===== config.mk =====
export PLATFORM = sky130hd
export DESIGN_NAME = spi_flash_frontend
export DESIGN_NICKNAME = d
export VERILOG_FILES = /design/src/rtl/sfl_pkg.sv /design/src/rtl/sfl_sync.sv /design/src/rtl/sfl_rx.sv /design/src/rtl/sfl_tx.sv /design/src/rtl/sfl_ctrl.sv /design/src/rtl/spi_flash_frontend.sv
export SDC_FILE = /design/constraint.sdc
export NUM_CORES = 1
export LEC_CHECK = 0
export BUFFER_PORTS_ARGS = -buffer_cell sky130_fd_sc_hd__buf_2
export CELL_PAD_IN_SITES_DETAIL_PLACEMENT = 0
export CELL_PAD_IN_SITES_GLOBAL_PLACEMENT = 1
export CORE_UTILIZATION = 45
export DETAILED_ROUTE_END_ITERATION = 6
export PLACE_DENSITY_LB_ADDON = 0.1
export SKIP_LAST_GASP = 1
export SLEW_MARGIN = 0
export SYNTH_ARGS = -nofsm -noshare
export SYNTH_HDL_FRONTEND = slang
export SYNTH_HIERARCHICAL = 1
export SYNTH_SLANG_ARGS = --single-unit

===== constraint.sdc =====
create_clock -name clk_i -period 7.1 [get_ports clk_i]
set_input_delay 1.42 -clock clk_i [delete_from_list [all_inputs] [get_ports clk_i]]
set_output_delay 1.42 -clock clk_i [all_outputs]
set_load 0.005 [all_outputs]

===== src/rtl/sfl_pkg.sv =====
package sfl_pkg;
  typedef enum logic [2:0] {
    PH_OP, PH_ADDR, PH_DUMMY, PH_DOUT, PH_DIN, PH_HOLD, PH_SKIP
  } phase_e;

  typedef enum logic [2:0] {
    WK_WREN = 3'd0, WK_WRDI = 3'd1, WK_WRSR = 3'd2,
    WK_PP   = 3'd3, WK_SE   = 3'd4, WK_BE   = 3'd5
  } wkind_e;

  localparam logic [7:0] OP_WREN = 8'h06;
  localparam logic [7:0] OP_WRDI = 8'h04;
  localparam logic [7:0] OP_RDID = 8'h9F;
  localparam logic [7:0] OP_RDSR = 8'h05;
  localparam logic [7:0] OP_WRSR = 8'h01;
  localparam logic [7:0] OP_READ = 8'h03;
  localparam logic [7:0] OP_FAST = 8'h0B;
  localparam logic [7:0] OP_PP   = 8'h02;
  localparam logic [7:0] OP_SE   = 8'hD8;
  localparam logic [7:0] OP_BE   = 8'hC7;
  localparam logic [7:0] OP_DP   = 8'hB9;
  localparam logic [7:0] OP_RES  = 8'hAB;

  localparam logic [7:0] ID_MFR  = 8'h20;
  localparam logic [7:0] ID_TYPE = 8'h20;
  localparam logic [7:0] ID_CAP  = 8'h16;
  localparam logic [7:0] SIG_BYTE = 8'h15;

  localparam int ADDR_BYTES = 3;
endpackage


===== src/rtl/sfl_sync.sv =====
module sfl_sync #(
  parameter int   STAGES  = 2,
  parameter logic RST_VAL = 1'b0
) (
  input  logic clk_i,
  input  logic rst_ni,
  input  logic d_i,
  output logic q_o
);
  logic [STAGES-1:0] st_q;

  for (genvar g = 0; g < STAGES; g++) begin : g_stage
    always_ff @(posedge clk_i or negedge rst_ni) begin
      if (!rst_ni) st_q[g] <= RST_VAL;
      else if (g == 0) st_q[g] <= d_i;
      else st_q[g] <= st_q[(g == 0) ? 0 : g-1];
    end
  end

  assign q_o = st_q[STAGES-1];
endmodule


===== src/rtl/sfl_rx.sv =====
module sfl_rx #(
  parameter int BYTE_W = 8,
  localparam int BIT_W = $clog2(BYTE_W)
) (
  input  logic              clk_i,
  input  logic              rst_ni,
  input  logic              cs_active_i,
  input  logic              sck_rise_i,
  input  logic              sdi_i,
  output logic [BYTE_W-1:0] byte_o,
  output logic              byte_vld_o,
  output logic [BIT_W-1:0]  bit_cnt_o
);
  logic [BYTE_W-1:0] sh_q;
  logic [BIT_W-1:0]  bit_cnt_q;
  logic              byte_vld_q;
  logic              last_bit;

  assign last_bit = (bit_cnt_q == BIT_W'(BYTE_W-1));

  always_ff @(posedge clk_i or negedge rst_ni) begin
    if (!rst_ni) begin
      sh_q       <= '0;
      bit_cnt_q  <= '0;
      byte_vld_q <= 1'b0;
    end else begin
      byte_vld_q <= 1'b0;
      if (!cs_active_i) begin
        bit_cnt_q <= '0;
      end else if (sck_rise_i) begin
        sh_q       <= {sh_q[BYTE_W-2:0], sdi_i};
        bit_cnt_q  <= last_bit ? '0 : bit_cnt_q + 1'b1;
        byte_vld_q <= last_bit;
      end
    end
  end

  assign byte_o     = sh_q;
  assign byte_vld_o = byte_vld_q;
  assign bit_cnt_o  = bit_cnt_q;

  assert_cnt_clear_R7: assert property (@(posedge clk_i) disable iff (!rst_ni)
    !cs_active_i |=> bit_cnt_q == '0);
  assert_byte_on_edge_R2: assert property (@(posedge clk_i) disable iff (!rst_ni)
    byte_vld_q |-> $past(sck_rise_i));
endmodule


===== src/rtl/sfl_tx.sv =====
module sfl_tx #(
  parameter int BYTE_W = 8,
  localparam int BIT_W = $clog2(BYTE_W)
) (
  input  logic              clk_i,
  input  logic              rst_ni,
  input  logic              cs_active_i,
  input  logic              dout_i,
  input  logic              sck_fall_i,
  input  logic [BYTE_W-1:0] byte_i,
  output logic              load_o,
  output logic              sdo_o,
  output logic              oe_o
);
  logic [BYTE_W-1:0] sh_q;
  logic [BIT_W-1:0]  bit_q;
  logic              sdo_q, oe_q, shift_en;

  assign shift_en = cs_active_i && dout_i && sck_fall_i;
  assign load_o   = shift_en && (bit_q == '0);

  always_ff @(posedge clk_i or negedge rst_ni) begin
    if (!rst_ni) begin
      sh_q  <= '0;
      bit_q <= '0;
      sdo_q <= 1'b0;
      oe_q  <= 1'b0;
    end else if (!(cs_active_i && dout_i)) begin
      bit_q <= '0;
      sdo_q <= 1'b0;
      oe_q  <= 1'b0;
    end else if (shift_en) begin
      oe_q  <= 1'b1;
      bit_q <= (bit_q == BIT_W'(BYTE_W-1)) ? '0 : bit_q + 1'b1;
      if (bit_q == '0) begin
        sdo_q <= byte_i[BYTE_W-1];
        sh_q  <= {byte_i[BYTE_W-2:0], 1'b0};
      end else begin
        sdo_q <= sh_q[BYTE_W-1];
        sh_q  <= {sh_q[BYTE_W-2:0], 1'b0};
      end
    end
  end

  assign sdo_o = sdo_q;
  assign oe_o  = oe_q;

  assert_oe_needs_phase_R1: assert property (@(posedge clk_i) disable iff (!rst_ni)
    oe_q |-> $past(cs_active_i && dout_i));
  assert_load_drives_R2: assert property (@(posedge clk_i) disable iff (!rst_ni)
    load_o |=> oe_q);
endmodule


===== src/rtl/sfl_ctrl.sv =====
module sfl_ctrl
  import sfl_pkg::*;
#(
  parameter int ADDR_W = 22,
  parameter int BYTE_W = 8,
  localparam int BIT_W = $clog2(BYTE_W)
) (
  input  logic              clk_i,
  input  logic              rst_ni,
  input  logic              cs_active_i,
  input  logic              cs_rise_i,
  input  logic [BYTE_W-1:0] byte_i,
  input  logic              byte_vld_i,
  input  logic [BIT_W-1:0]  bit_cnt_i,
  input  logic              load_i,
  input  logic              busy_i,
  input  logic [BYTE_W-1:0] status_i,
  input  logic [BYTE_W-1:0] mem_rdata_i,
  output logic              mem_rd_o,
  output logic [ADDR_W-1:0] mem_addr_o,
  output logic [BYTE_W-1:0] tx_byte_o,
  output logic              dout_o,
  output logic              commit_o,
  output logic [2:0]        kind_o,
  output logic [ADDR_W-1:0] cmd_addr_o,
  output logic [BYTE_W-1:0] wr_data_o,
  output logic              wr_data_vld_o,
  output logic              pd_o
);
  phase_e            phase_q;
  logic [7:0]        op_q;
  logic [ADDR_W-1:0] addr_q, mem_addr_q, addr_nxt;
  logic [ADDR_W+BYTE_W-1:0] addr_cat;
  logic [1:0]        cnt_q, id_idx_q;
  logic              armed_q, pd_q, mem_rd_q, rd_pend_q, commit_q, wvld_q;
  logic [BYTE_W-1:0] rd_buf_q, wdata_q;
  wkind_e            kind_q;
  logic              is_read;

  assign addr_cat = {addr_q, byte_i};
  assign addr_nxt = addr_cat[ADDR_W-1:0];
  assign is_read  = (op_q == OP_READ) || (op_q == OP_FAST);

  function automatic wkind_e kind_of(input logic [7:0] op);
    case (op)
      OP_WREN: return WK_WREN;
      OP_WRDI: return WK_WRDI;
      OP_WRSR: return WK_WRSR;
      OP_PP:   return WK_PP;
      OP_SE:   return WK_SE;
      default: return WK_BE;
    endcase
  endfunction

  always_comb begin
    case (op_q)
      OP_RDSR: tx_byte_o = status_i;
      OP_RES:  tx_byte_o = SIG_BYTE;
      OP_RDID: tx_byte_o = (id_idx_q == 2'd0) ? ID_MFR :
                           (id_idx_q == 2'd1) ? ID_TYPE : ID_CAP;
      default: tx_byte_o = rd_buf_q;
    endcase
  end

  always_ff @(posedge clk_i or negedge rst_ni) begin
    if (!rst_ni) begin
      phase_q    <= PH_OP;
      op_q       <= '0;
      addr_q     <= '0;
      mem_addr_q <= '0;
      cnt_q      <= '0;
      id_idx_q   <= '0;
      armed_q    <= 1'b0;
      pd_q       <= 1'b0;
      mem_rd_q   <= 1'b0;
      rd_pend_q  <= 1'b0;
      rd_buf_q   <= '0;
      commit_q   <= 1'b0;
      kind_q     <= WK_WREN;
      wvld_q     <= 1'b0;
      wdata_q    <= '0;
    end else begin
      mem_rd_q  <= 1'b0;
      commit_q  <= 1'b0;
      wvld_q    <= 1'b0;
      rd_pend_q <= mem_rd_q;
      if (rd_pend_q) rd_buf_q <= mem_rdata_i;

      if (cs_rise_i) begin
        phase_q <= PH_OP;
        armed_q <= 1'b0;
        cnt_q   <= '0;
        if (armed_q && bit_cnt_i == '0 && !busy_i) begin
          if (op_q == OP_DP) pd_q <= 1'b1;
          else begin
            commit_q <= 1'b1;
            kind_q   <= kind_of(op_q);
          end
        end
      end else if (cs_active_i) begin
        if (byte_vld_i) begin
          case (phase_q)
            PH_OP: begin
              op_q     <= byte_i;
              cnt_q    <= '0;
              id_idx_q <= '0;
              if (pd_q) begin
                if (byte_i == OP_RES) begin
                  pd_q    <= 1'b0;
                  phase_q <= PH_ADDR;
                end else phase_q <= PH_SKIP;
              end else if (busy_i && byte_i != OP_RDSR) begin
                phase_q <= PH_SKIP;
              end else begin
                case (byte_i)
                  OP_WREN, OP_WRDI, OP_BE, OP_DP: begin
                    phase_q <= PH_HOLD;
                    armed_q <= 1'b1;
                  end
                  OP_RDSR, OP_RDID:                 phase_q <= PH_DOUT;
                  OP_WRSR:                          phase_q <= PH_DIN;
                  OP_READ, OP_FAST, OP_PP, OP_SE,
                  OP_RES:                           phase_q <= PH_ADDR;
                  default:                          phase_q <= PH_SKIP;
                endcase
              end
            end
            PH_ADDR: begin
              addr_q <= addr_nxt;
              cnt_q  <= cnt_q + 1'b1;
              if (cnt_q == 2'(ADDR_BYTES-1)) begin
                case (op_q)
                  OP_READ: begin
                    phase_q    <= PH_DOUT;
                    mem_rd_q   <= 1'b1;
                    mem_addr_q <= addr_nxt;
                  end
                  OP_FAST: phase_q <= PH_DUMMY;
                  OP_PP:   phase_q <= PH_DIN;
                  OP_SE: begin
                    phase_q <= PH_HOLD;
                    armed_q <= 1'b1;
                  end
                  default: phase_q <= PH_DOUT;
                endcase
              end
            end
            PH_DUMMY: begin
              phase_q    <= PH_DOUT;
              mem_rd_q   <= 1'b1;
              mem_addr_q <= addr_q;
            end
            PH_DIN: begin
              wvld_q  <= 1'b1;
              wdata_q <= byte_i;
              armed_q <= 1'b1;
            end
            default: ;
          endcase
        end
        if (load_i && phase_q == PH_DOUT) begin
          id_idx_q <= (id_idx_q == 2'd2) ? 2'd0 : id_idx_q + 1'b1;
          if (is_read) begin
            addr_q     <= addr_q + 1'b1;
            mem_addr_q <= addr_q + 1'b1;
            mem_rd_q   <= 1'b1;
          end
        end
      end
    end
  end

  assign mem_rd_o      = mem_rd_q;
  assign mem_addr_o    = mem_addr_q;
  assign dout_o        = (phase_q == PH_DOUT);
  assign commit_o      = commit_q;
  assign kind_o        = kind_q;
  assign cmd_addr_o    = addr_q;
  assign wr_data_o     = wdata_q;
  assign wr_data_vld_o = wvld_q;
  assign pd_o          = pd_q;

  assert_pd_no_dout_R11: assert property (@(posedge clk_i) disable iff (!rst_ni)
    pd_q |-> phase_q != PH_DOUT);
  assert_addr_wrap_R3: assert property (@(posedge clk_i) disable iff (!rst_ni)
    (load_i && phase_q == PH_DOUT && is_read && addr_q == '1) |=> addr_q == '0);
  assert_fetch_read_only_R9: assert property (@(posedge clk_i) disable iff (!rst_ni)
    mem_rd_q |-> is_read);
  assert_commit_on_rise_R7: assert property (@(posedge clk_i) disable iff (!rst_ni)
    commit_q |-> $past(cs_rise_i));
endmodule


===== src/rtl/spi_flash_frontend.sv =====
module spi_flash_frontend #(
  parameter int ADDR_W    = 22,
  parameter int BYTE_W    = 8,
  parameter int SYNC_STG  = 2,
  localparam int BIT_W    = $clog2(BYTE_W)
) (
  input  logic              clk_i,
  input  logic              rst_ni,
  input  logic              sck_i,
  input  logic              csn_i,
  input  logic              mosi_i,
  output logic              miso_o,
  output logic              miso_oe_o,
  input  logic              busy_i,
  input  logic [BYTE_W-1:0] status_i,
  output logic              mem_rd_o,
  output logic [ADDR_W-1:0] mem_addr_o,
  input  logic [BYTE_W-1:0] mem_rdata_i,
  output logic              cmd_commit_o,
  output logic [2:0]        cmd_kind_o,
  output logic [ADDR_W-1:0] cmd_addr_o,
  output logic [BYTE_W-1:0] wr_data_o,
  output logic              wr_data_vld_o,
  output logic              powered_down_o
);
  logic sck_q, csn_q, mosi_q, sck_prev, csn_prev;
  logic sck_rise, sck_fall, cs_rise, cs_active;
  logic [BYTE_W-1:0] rx_byte, tx_byte;
  logic              rx_vld, load, dout;
  logic [BIT_W-1:0]  bit_cnt;

  sfl_sync #(.STAGES(SYNC_STG), .RST_VAL(1'b0)) i_sync_sck
    (.clk_i(clk_i), .rst_ni(rst_ni), .d_i(sck_i),  .q_o(sck_q));
  sfl_sync #(.STAGES(SYNC_STG), .RST_VAL(1'b1)) i_sync_csn
    (.clk_i(clk_i), .rst_ni(rst_ni), .d_i(csn_i),  .q_o(csn_q));
  sfl_sync #(.STAGES(SYNC_STG), .RST_VAL(1'b0)) i_sync_mosi
    (.clk_i(clk_i), .rst_ni(rst_ni), .d_i(mosi_i), .q_o(mosi_q));

  always_ff @(posedge clk_i or negedge rst_ni) begin
    if (!rst_ni) begin
      sck_prev <= 1'b0;
      csn_prev <= 1'b1;
    end else begin
      sck_prev <= sck_q;
      csn_prev <= csn_q;
    end
  end

  assign sck_rise  = sck_q & ~sck_prev;
  assign sck_fall  = ~sck_q & sck_prev;
  assign cs_rise   = csn_q & ~csn_prev;
  assign cs_active = ~csn_q;

  sfl_rx #(.BYTE_W(BYTE_W)) i_rx (
    .clk_i(clk_i), .rst_ni(rst_ni), .cs_active_i(cs_active),
    .sck_rise_i(sck_rise), .sdi_i(mosi_q),
    .byte_o(rx_byte), .byte_vld_o(rx_vld), .bit_cnt_o(bit_cnt));

  sfl_ctrl #(.ADDR_W(ADDR_W), .BYTE_W(BYTE_W)) i_ctrl (
    .clk_i(clk_i), .rst_ni(rst_ni), .cs_active_i(cs_active),
    .cs_rise_i(cs_rise), .byte_i(rx_byte), .byte_vld_i(rx_vld),
    .bit_cnt_i(bit_cnt), .load_i(load), .busy_i(busy_i),
    .status_i(status_i), .mem_rdata_i(mem_rdata_i),
    .mem_rd_o(mem_rd_o), .mem_addr_o(mem_addr_o), .tx_byte_o(tx_byte),
    .dout_o(dout), .commit_o(cmd_commit_o), .kind_o(cmd_kind_o),
    .cmd_addr_o(cmd_addr_o), .wr_data_o(wr_data_o),
    .wr_data_vld_o(wr_data_vld_o), .pd_o(powered_down_o));

  sfl_tx #(.BYTE_W(BYTE_W)) i_tx (
    .clk_i(clk_i), .rst_ni(rst_ni), .cs_active_i(cs_active),
    .dout_i(dout), .sck_fall_i(sck_fall), .byte_i(tx_byte),
    .load_o(load), .sdo_o(miso_o), .oe_o(miso_oe_o));

  assert_commit_sel_high_R7: assert property (@(posedge clk_i) disable iff (!rst_ni)
    cmd_commit_o |-> csn_q);
  assert_oe_sel_low_R1: assert property (@(posedge clk_i) disable iff (!rst_ni)
    (csn_q && $past(csn_q)) |-> !miso_oe_o);
endmodule


Yosys cells after proc, flatten, opt, wreduce, memory -nomap -nowiden
Cells that the tools add are included.
{"block": "totals", "elab_cells": 199, "in_bits": 22, "register_bits": 117, "out_inout_bits": 61}
{"block": "classes", "mux": 78, "addsub": 5, "n_reduce_logical": 35, "bitwise": 9, "n_eq_ne": 42}
{"cell": "$mux 22", "n": 9}
{"cell": "$eq 8x8->1 const B", "n": 9}
{"cell": "$eq 8x3->1 const B", "n": 6}
{"cell": "$pmux 22 s2", "n": 1}
{"cell": "$mux 3", "n": 13}
{"cell": "$mux 1", "n": 37}
{"cell": "$eq 8x2->1 const B", "n": 4}
{"cell": "$pmux 8 s3", "n": 1}
{"cell": "$add 22x1->22 const B", "n": 1}
{"cell": "$pmux 3 s3", "n": 2}
{"cell": "$eq 8x1->1 const B", "n": 2}
{"cell": "$eq 8x4->1 const B", "n": 2}
{"cell": "$mux 8", "n": 2}
{"cell": "$reduce_and 4->1", "n": 4}
{"cell": "$pmux 3 s5", "n": 1}
{"cell": "$mux 2", "n": 7}
{"cell": "$pmux 3 s4", "n": 1}
{"cell": "$reduce_bool 2->1", "n": 5}
{"cell": "$eq 3x3->1 const B", "n": 3}
{"cell": "$logic_not 3->1", "n": 3}
{"cell": "$ne 3x2->1 const B", "n": 3}
{"cell": "$ne 8x3->1 const B", "n": 1}
{"cell": "$reduce_and 8->1", "n": 1}
{"cell": "$reduce_bool 4->1", "n": 2}
{"cell": "other kinds (26)", "n": 49}

Longest topological paths before layout
{"block": "logic_depth", "ltp_word": 9, "depth_mapped": 14}

By module
Netlist, hierarchy kept.
{"module": "sfl_ctrl", "cells_each": 604, "instances": 1, "area_per_inst_um2": 5346.4}
{"module": "sfl_tx", "cells_each": 58, "instances": 1, "area_per_inst_um2": 621.8}
{"module": "sfl_rx", "cells_each": 34, "instances": 1, "area_per_inst_um2": 496.7}
{"module": "sfl_sync (i_sync_mosi ...)", "cells_each": 2, "instances": 2, "area_per_inst_um2": 50.0}
{"module": "spi_flash_frontend", "cells_each": 6, "instances": 1, "area_per_inst_um2": 76.3}
{"module": "sfl_sync (i_sync_csn)", "cells_each": 2, "instances": 1, "area_per_inst_um2": 52.6}

Least setup slack after synthesis
No wires, ideal clock.
{"block": "synth_timing", "path_kind": "register to register", "start": "register i_ctrl.phase_q[0]", "end": "register i_ctrl.mem_addr_q[20], in the netlist i_ctrl/mem_addr_o[20]", "setup_ns": 0.118, "arrival_ns": 2.885, "path_stages_with_launch": 14, "slack_ns": 4.097, "path_buffers": 4, "period_less_slack_ns": 3.003, "cell_sequence": "dfrtp_1 -> buf_2 -> clkbuf_1 -> and3_1 -> nand3_4 -> buf_6 -> nor3b_1 -> nand4b_2 -> or2_2 -> clkbuf_1 -> or4_1 -> o21ai_0 -> o22ai_1 -> a21o_1"}
{"block": "synth_via", "elab_chain_cells": 6, "word_cells_on_any_way": 11, "classes_between": "eq/ne: 3; mux: 4; reduce/logical: 4"}
{"element": "start: declaration", "line": "sfl_ctrl.sv:30", "rtl": "phase_e phase_q;"}
{"element": "start signal: assignment", "line": "sfl_ctrl.sv:67", "rtl": "phase_q <= PH_OP;"}
{"element": "start signal: assignment", "line": "sfl_ctrl.sv:90", "rtl": "phase_q <= PH_OP;"}
{"element": "start signal: assignment", "line": "sfl_ctrl.sv:110", "rtl": "phase_q <= PH_ADDR;"}
{"element": "$eq 3x2->1", "line": "sfl_ctrl.sv:175", "rtl": "assign dout_o = (phase_q == PH_DOUT);"}
{"element": "net dout", "line": "spi_flash_frontend.sv:29", "rtl": "logic rx_vld, load, dout;"}
{"element": "$logic_and 1x1->1 (2 in series)", "line": "sfl_tx.sv:19", "rtl": "assign shift_en = cs_active_i && dout_i && sck_fall_i;"}
{"element": "$logic_and 1x1->1", "line": "sfl_tx.sv:20", "rtl": "assign load_o = shift_en && (bit_q == '0);"}
{"element": "net load", "line": "spi_flash_frontend.sv:29"}
{"element": "$logic_and 1x1->1", "line": "sfl_ctrl.sv:161", "rtl": "if (load_i && phase_q == PH_DOUT) begin"}
{"element": "$mux 22", "line": "sfl_ctrl.sv:161"}
{"element": "end signal: assignment", "line": "sfl_ctrl.sv:136", "rtl": "mem_addr_q <= addr_nxt;"}
{"element": "end signal: assignment", "line": "sfl_ctrl.sv:151", "rtl": "mem_addr_q <= addr_q;"}
{"element": "end signal: assignment", "line": "sfl_ctrl.sv:165", "rtl": "mem_addr_q <= addr_q + 1'b1;"}
{"element": "end: declaration", "line": "sfl_ctrl.sv:32", "rtl": "logic [ADDR_W-1:0] addr_q, mem_addr_q, addr_nxt;"}
The timed path passes the listed nets, and every way through them passes these cells.
A chain may end at the register's enable or synchronous reset.

Final worst setup path
{"block": "layout_timing", "start": "register i_ctrl.phase_q[0]", "end": "register i_ctrl.mem_addr_q[21], in the netlist i_ctrl/mem_addr_o[21]"}
The elaborated chain is that of the path after synthesis.

==> load_flow_metrics.sql <==
INSERT INTO impl_metrics (metric_group, metric, value, unit) VALUES
('run_status', 'outcome', 'finished, final reports clean', ''),
('worst_setup_path', 'setup.worst_path.start_class', 'flop', ''),
('worst_setup_path', 'cp.depth', '9', ''),
('min_path', 'holdCritPathClass', 'reg2reg', ''),
('worst_setup_path', 'worst_r2r_path_depth', '9', ''),
('grt', 'grt_pass1_wl', '29700', 'microns'),
('layout', 'antenna_cells', '0', ''),
('worst_setup_path', 'register_to_register_setup_slack', '3.92', 'ns'),
('floorplanning', 'floorplan.initialDensity', '0.461', ''),
('clocking', 'post-cts-setup-buffer-count', '0', ''),
('worst_setup_path', 'required_time_of_the_worst_setup_path', '7.44', 'ns'),
('pwr', 'power_density', '250', 'nW/um^2'),
('pwr', 'power.leakage', '3.40', 'nW'),
('synthesis', 'synthesis.yosys.warnings', '6', ''),
('synthesis', 'synth_enable_flop_cells', '0', ''),
('sta', 'slew-limit-headroom', '0.246', ''),
('grt', 'first_global_vias', '5375', ''),
('clocking', 'tritoncts', 'built', ''),
('worst_setup_path', 'critical-path-top-delay-family', 'compound AO/OA/AOI/OAI gates', ''),
('clocking', 'numCtsBuffers', '17', ''),
('floorplanning', 'core-area', '14500', 'sq um'),
('placed_design', 'dp.final_hpwl', '12100', 'microns'),
('layout', 'layout-area-overhead-vs-synth', '14.3', '%'),
('drt', 'number_of_drc_markers_in_iteration_0', '405', ''),
('sta', 'clock_skew', '0.0122', 'ns'),
('sta', 'setup_repair_after_global_routing_missed_its_margin', 'no', ''),
('worst_setup_path', 'cp_cell_sequence', 'and3_1 -> nand3_4 -> nor3b_1 -> nand4b_2 -> o41ai_4 -> a221oi_1 -> o21ai_0 -> o21ai_0 -> a21oi_1', ''),
('floorplanning', 'fp.dieW', '124', 'microns'),
('worst_setup_path', 'worst_setup_path_startpoint', 'i_ctrl/phase_q[0]', ''),
('floorplanning', 'num_io_pins', '83', ''),
('worst_setup_path', 'cell_at_the_slowest_stage_of_the_critical_path', 'sky130_fd_sc_hd__o41ai_4', ''),
('sta', 'whs', '0.352', 'ns'),
('floorplanning', 'chipHeight', '124', 'microns'),
('worst_setup_path', 'timing.setup.critical_path_class', 'reg2reg', ''),
('drt', 'finalWirelength', '18400', 'microns'),
('layout', 'final_layout_size_suffix_gt1_frac', '0.242', ''),
('synthesis', 'yosys.area.top_type', 'sky130_fd_sc_hd__dfrtp_1', ''),
('synthesis', 'avgSynthCellArea', '9.45', 'sq um'),
('clocking', 'cts.htree.levels', '4', ''),
('synthesis', 'netlist_top_cells_count', 'sky130_fd_sc_hd__dfrtp_1 (113), sky130_fd_sc_hd__nand2_1 (60), sky130_fd_sc_hd__nor2_1 (57)', ''),
('grt', 'maximum_number_of_pins_on_one_net_before_global_route_repair', '72', ''),
('worst_setup_path', 'critical_path.endpoint', 'i_ctrl/mem_addr_o[21]', ''),
('floorplanning', 'die_area', '15400', 'sq um'),
('worst_setup_path', 'timing.critical_path.mode_cell', 'sky130_fd_sc_hd__o21ai_0', ''),
('drt', 'post_drt_via_cell_ratio', '5.98', ''),
('sta', 'min_period_over_period', '0.448', ''),
('worst_setup_path', 'max_stage_delay', '0.96', 'ns'),
('sta', 'post_route_setup_tns', '0', 'ns'),
('clocking', 'hold_buffers', '0', ''),
('worst_setup_path', 'worst_flop_to_flop_path_endpoint', 'i_ctrl/mem_addr_o[21]', ''),
('clocking', 'cts_max_path_buffers', '2', ''),
('clocking', 'path_clk_slew', '0.06', 'ns'),
('worst_setup_path', 'path_buf_inv', '0', ''),
('synthesis', 'synthTopCellsByArea', 'sky130_fd_sc_hd__dfrtp_1 (42%), sky130_fd_sc_hd__mux2_2 (5.4%), sky130_fd_sc_hd__o21ai_0 (3.7%), sky130_fd_sc_hd__mux2i_1 (3.6%), sky130_fd_sc_hd__a21oi_1 (3.4%)', ''),
('clocking', 'cts.root.buffer_cell', 'sky130_fd_sc_hd__clkbuf_16', ''),
('synthesis', 'post-synth-top-area-fraction', '0.422', ''),
('pwr', 'max-vdd-ir-drop', '183', 'uV'),
('synthesis', 'postSynth.asyncResetShare', '1.00', ''),
('sta', 'setup_failing_eps_final', '0', ''),
('synthesis', 'yosys.cell_types.count', '69', ''),
('worst_setup_path', 'cp-end-kind', 'flop', ''),
('clocking', 'clock_latency', '0.42', 'ns'),
('drt', 'first_pass_iters', '5', ''),
('sta', 'finalWorstPathRequiredPeriod', '3.18', 'ns'),
('worst_setup_path', 'worst_ep_arrival_time', '3.52', 'ns'),
('synthesis', 'synthesis.nets', '737', ''),
('synthesis', 'post-synth-top-count-cell', 'sky130_fd_sc_hd__dfrtp_1', ''),
('worst_setup_path', 'regToRegStartpoint', 'i_ctrl/phase_q[0]', ''),
('placed_design', 'globalplace.congestion', '0.823', ''),
('clocking', 'cts-resized-gates', '0', ''),
('sta', 'slew_at_the_pin_closest_to_its_max_slew_limit', '1.13', 'ns');
[sequential cells by signal, indices dropped and copies added (netlist names), 2 cells and up]
register,flops
i_ctrl/cmd_addr_o,22
i_ctrl/mem_addr_o,22
i_ctrl/op_q,8
i_ctrl/rd_buf_q,8
i_ctrl/wr_data_o,8
i_rx/byte_o,8
i_tx/sh_q,7
i_ctrl/kind_o,3
i_ctrl/phase_q,3
i_rx/bit_cnt_o,3
i_tx/bit_q,3
i_ctrl/cnt_q,2
i_ctrl/id_idx_q,2
[metrics by stage]
stage | total power (W) | setup WS [ns] | instance area [sq um] | util | cells
after floorplan | 0.00101 | 4.10 | 6690 | - | 708
after global placement | 0.00110 | 4.02 | 7090 | 0.488 | 916
after detailed placement | 0.00111 | 3.87 | 7090 | 0.488 | 916
after CTS | 0.00193 | 3.93 | 7650 | 0.526 | 948
after global routing | 0.00201 | 3.55 | 7650 | 0.526 | 948
final | 0.00191 | 3.92 | 7650 | 0.526 | 948
[logic make-up after synthesis]
family,after synthesis,synth area share
DFF,116,0.434
adders and majority gates,7,0.0131
muxes,57,0.0920
buffers and inverters,82,0.0561
xor gates and xnor gates,22,0.0288
and+or+nand+nor,234,0.183
AOI/OAI and AO/OA,190,0.193
[how the worst min path moves through the flow]
stage | endpoint | cells past startpoint | slack, ns | from
finish | i_sync_mosi/q_o | 0 | 0.35 | i_sync_mosi/st_q[0]
global route | i_sync_sck/q_o | 0 | 0.36 | i_sync_sck/st_q[0]
CTS | i_sync_mosi/q_o | 0 | 0.35 | i_sync_mosi/st_q[0]
detailed placement | i_sync_sck/q_o | 0 | 0.34 | i_sync_sck/st_q[0]
global placement | i_sync_mosi/q_o | 0 | 0.33 | i_sync_mosi/st_q[0]
floorplan | i_sync_mosi/q_o | 0 | 0.33 | i_sync_mosi/st_q[0]
[worst register-to-register path: stages (launching register included)]
cell and delay, ns:
sky130_fd_sc_hd__dfrtp_1 0.68, sky130_fd_sc_hd__and3_1 0.31, sky130_fd_sc_hd__nand3_4 0.16, sky130_fd_sc_hd__nor3b_1 0.29, sky130_fd_sc_hd__nand4b_2 0.24, sky130_fd_sc_hd__o41ai_4 0.96
sky130_fd_sc_hd__a221oi_1 0.10, sky130_fd_sc_hd__o21ai_0 0.12, sky130_fd_sc_hd__o21ai_0 0.11, sky130_fd_sc_hd__a21oi_1 0.13
[placed cells by master (no fill, tap or decap), types with 4 or more instances in the layout]
cell                        synthesis  layout
sky130_fd_sc_hd__and3_1             8       8
sky130_fd_sc_hd__a31oi_1            8       8
sky130_fd_sc_hd__mux2i_1           24      24
sky130_fd_sc_hd__a22oi_1            4       4
sky130_fd_sc_hd__or3_1              5       5
sky130_fd_sc_hd__o32ai_1            4       4
sky130_fd_sc_hd__nor2b_1            8       7
sky130_fd_sc_hd__a221oi_1          19      19
sky130_fd_sc_hd__mux2_2            32      32
sky130_fd_sc_hd__a22o_1             5       5
sky130_fd_sc_hd__ha_1               7       7
sky130_fd_sc_hd__o221a_2           10      10
sky130_fd_sc_hd__nor4_1             4       4
sky130_fd_sc_hd__buf_2              6      81
sky130_fd_sc_hd__inv_1             18      18
sky130_fd_sc_hd__xor2_1             8       8
sky130_fd_sc_hd__a221o_1            4       4
sky130_fd_sc_hd__dfrtp_1          113     113
sky130_fd_sc_hd__inv_6              0       9
sky130_fd_sc_hd__clkbuf_16          0      17
sky130_fd_sc_hd__buf_4              4       7
sky130_fd_sc_hd__nor2_1            57      57
sky130_fd_sc_hd__nand3_1           23      23
sky130_fd_sc_hd__nor3_1            19      19
sky130_fd_sc_hd__nand3b_1           5       5
sky130_fd_sc_hd__a21oi_1           46      46
sky130_fd_sc_hd__a211oi_1           4       4
sky130_fd_sc_hd__nand2_1           60      60
sky130_fd_sc_hd__o22ai_1           11      11
sky130_fd_sc_hd__nand2b_1           8       8
sky130_fd_sc_hd__o21a_1             4       4
sky130_fd_sc_hd__xnor2_1           14      14
sky130_fd_sc_hd__o21ai_0           50      50
sky130_fd_sc_hd__nand4_1            9       9
[routing by layer]
metal  part of all wire  up-vias  wire (microns)  track usage
met4              0.014        0             257       0.0833
met2               0.48      160            8790        0.405
li1                   -     2683               -            -
met3              0.043       19             796       0.0495
met5                  0        -               0            0
met1               0.46     2803            8550        0.357
[layout make-up]
type / count / area (sq um)
Timing Repair Buffer: 88 / 458
Inverter: 18 / 67.6
Fill cell: 1368 / 6890
Sequential cell: 116 / 2910
Multi-Input combinational cell: 510 / 3430
Clock inverter: 15 / 133
Clock buffer: 17 / 425
Tap cell: 184 / 230
[power breakdown]
part	internal [W]	switching [W]	leakage, nW	total [W]
clock network	0.000460	0.000349	0.267	0.000810
logic	0.000125	0.000119	1.63	0.000244
registers	0.000727	0.000133	1.50	0.000860
Note: power is estimated with default switching activity, not from simulation.
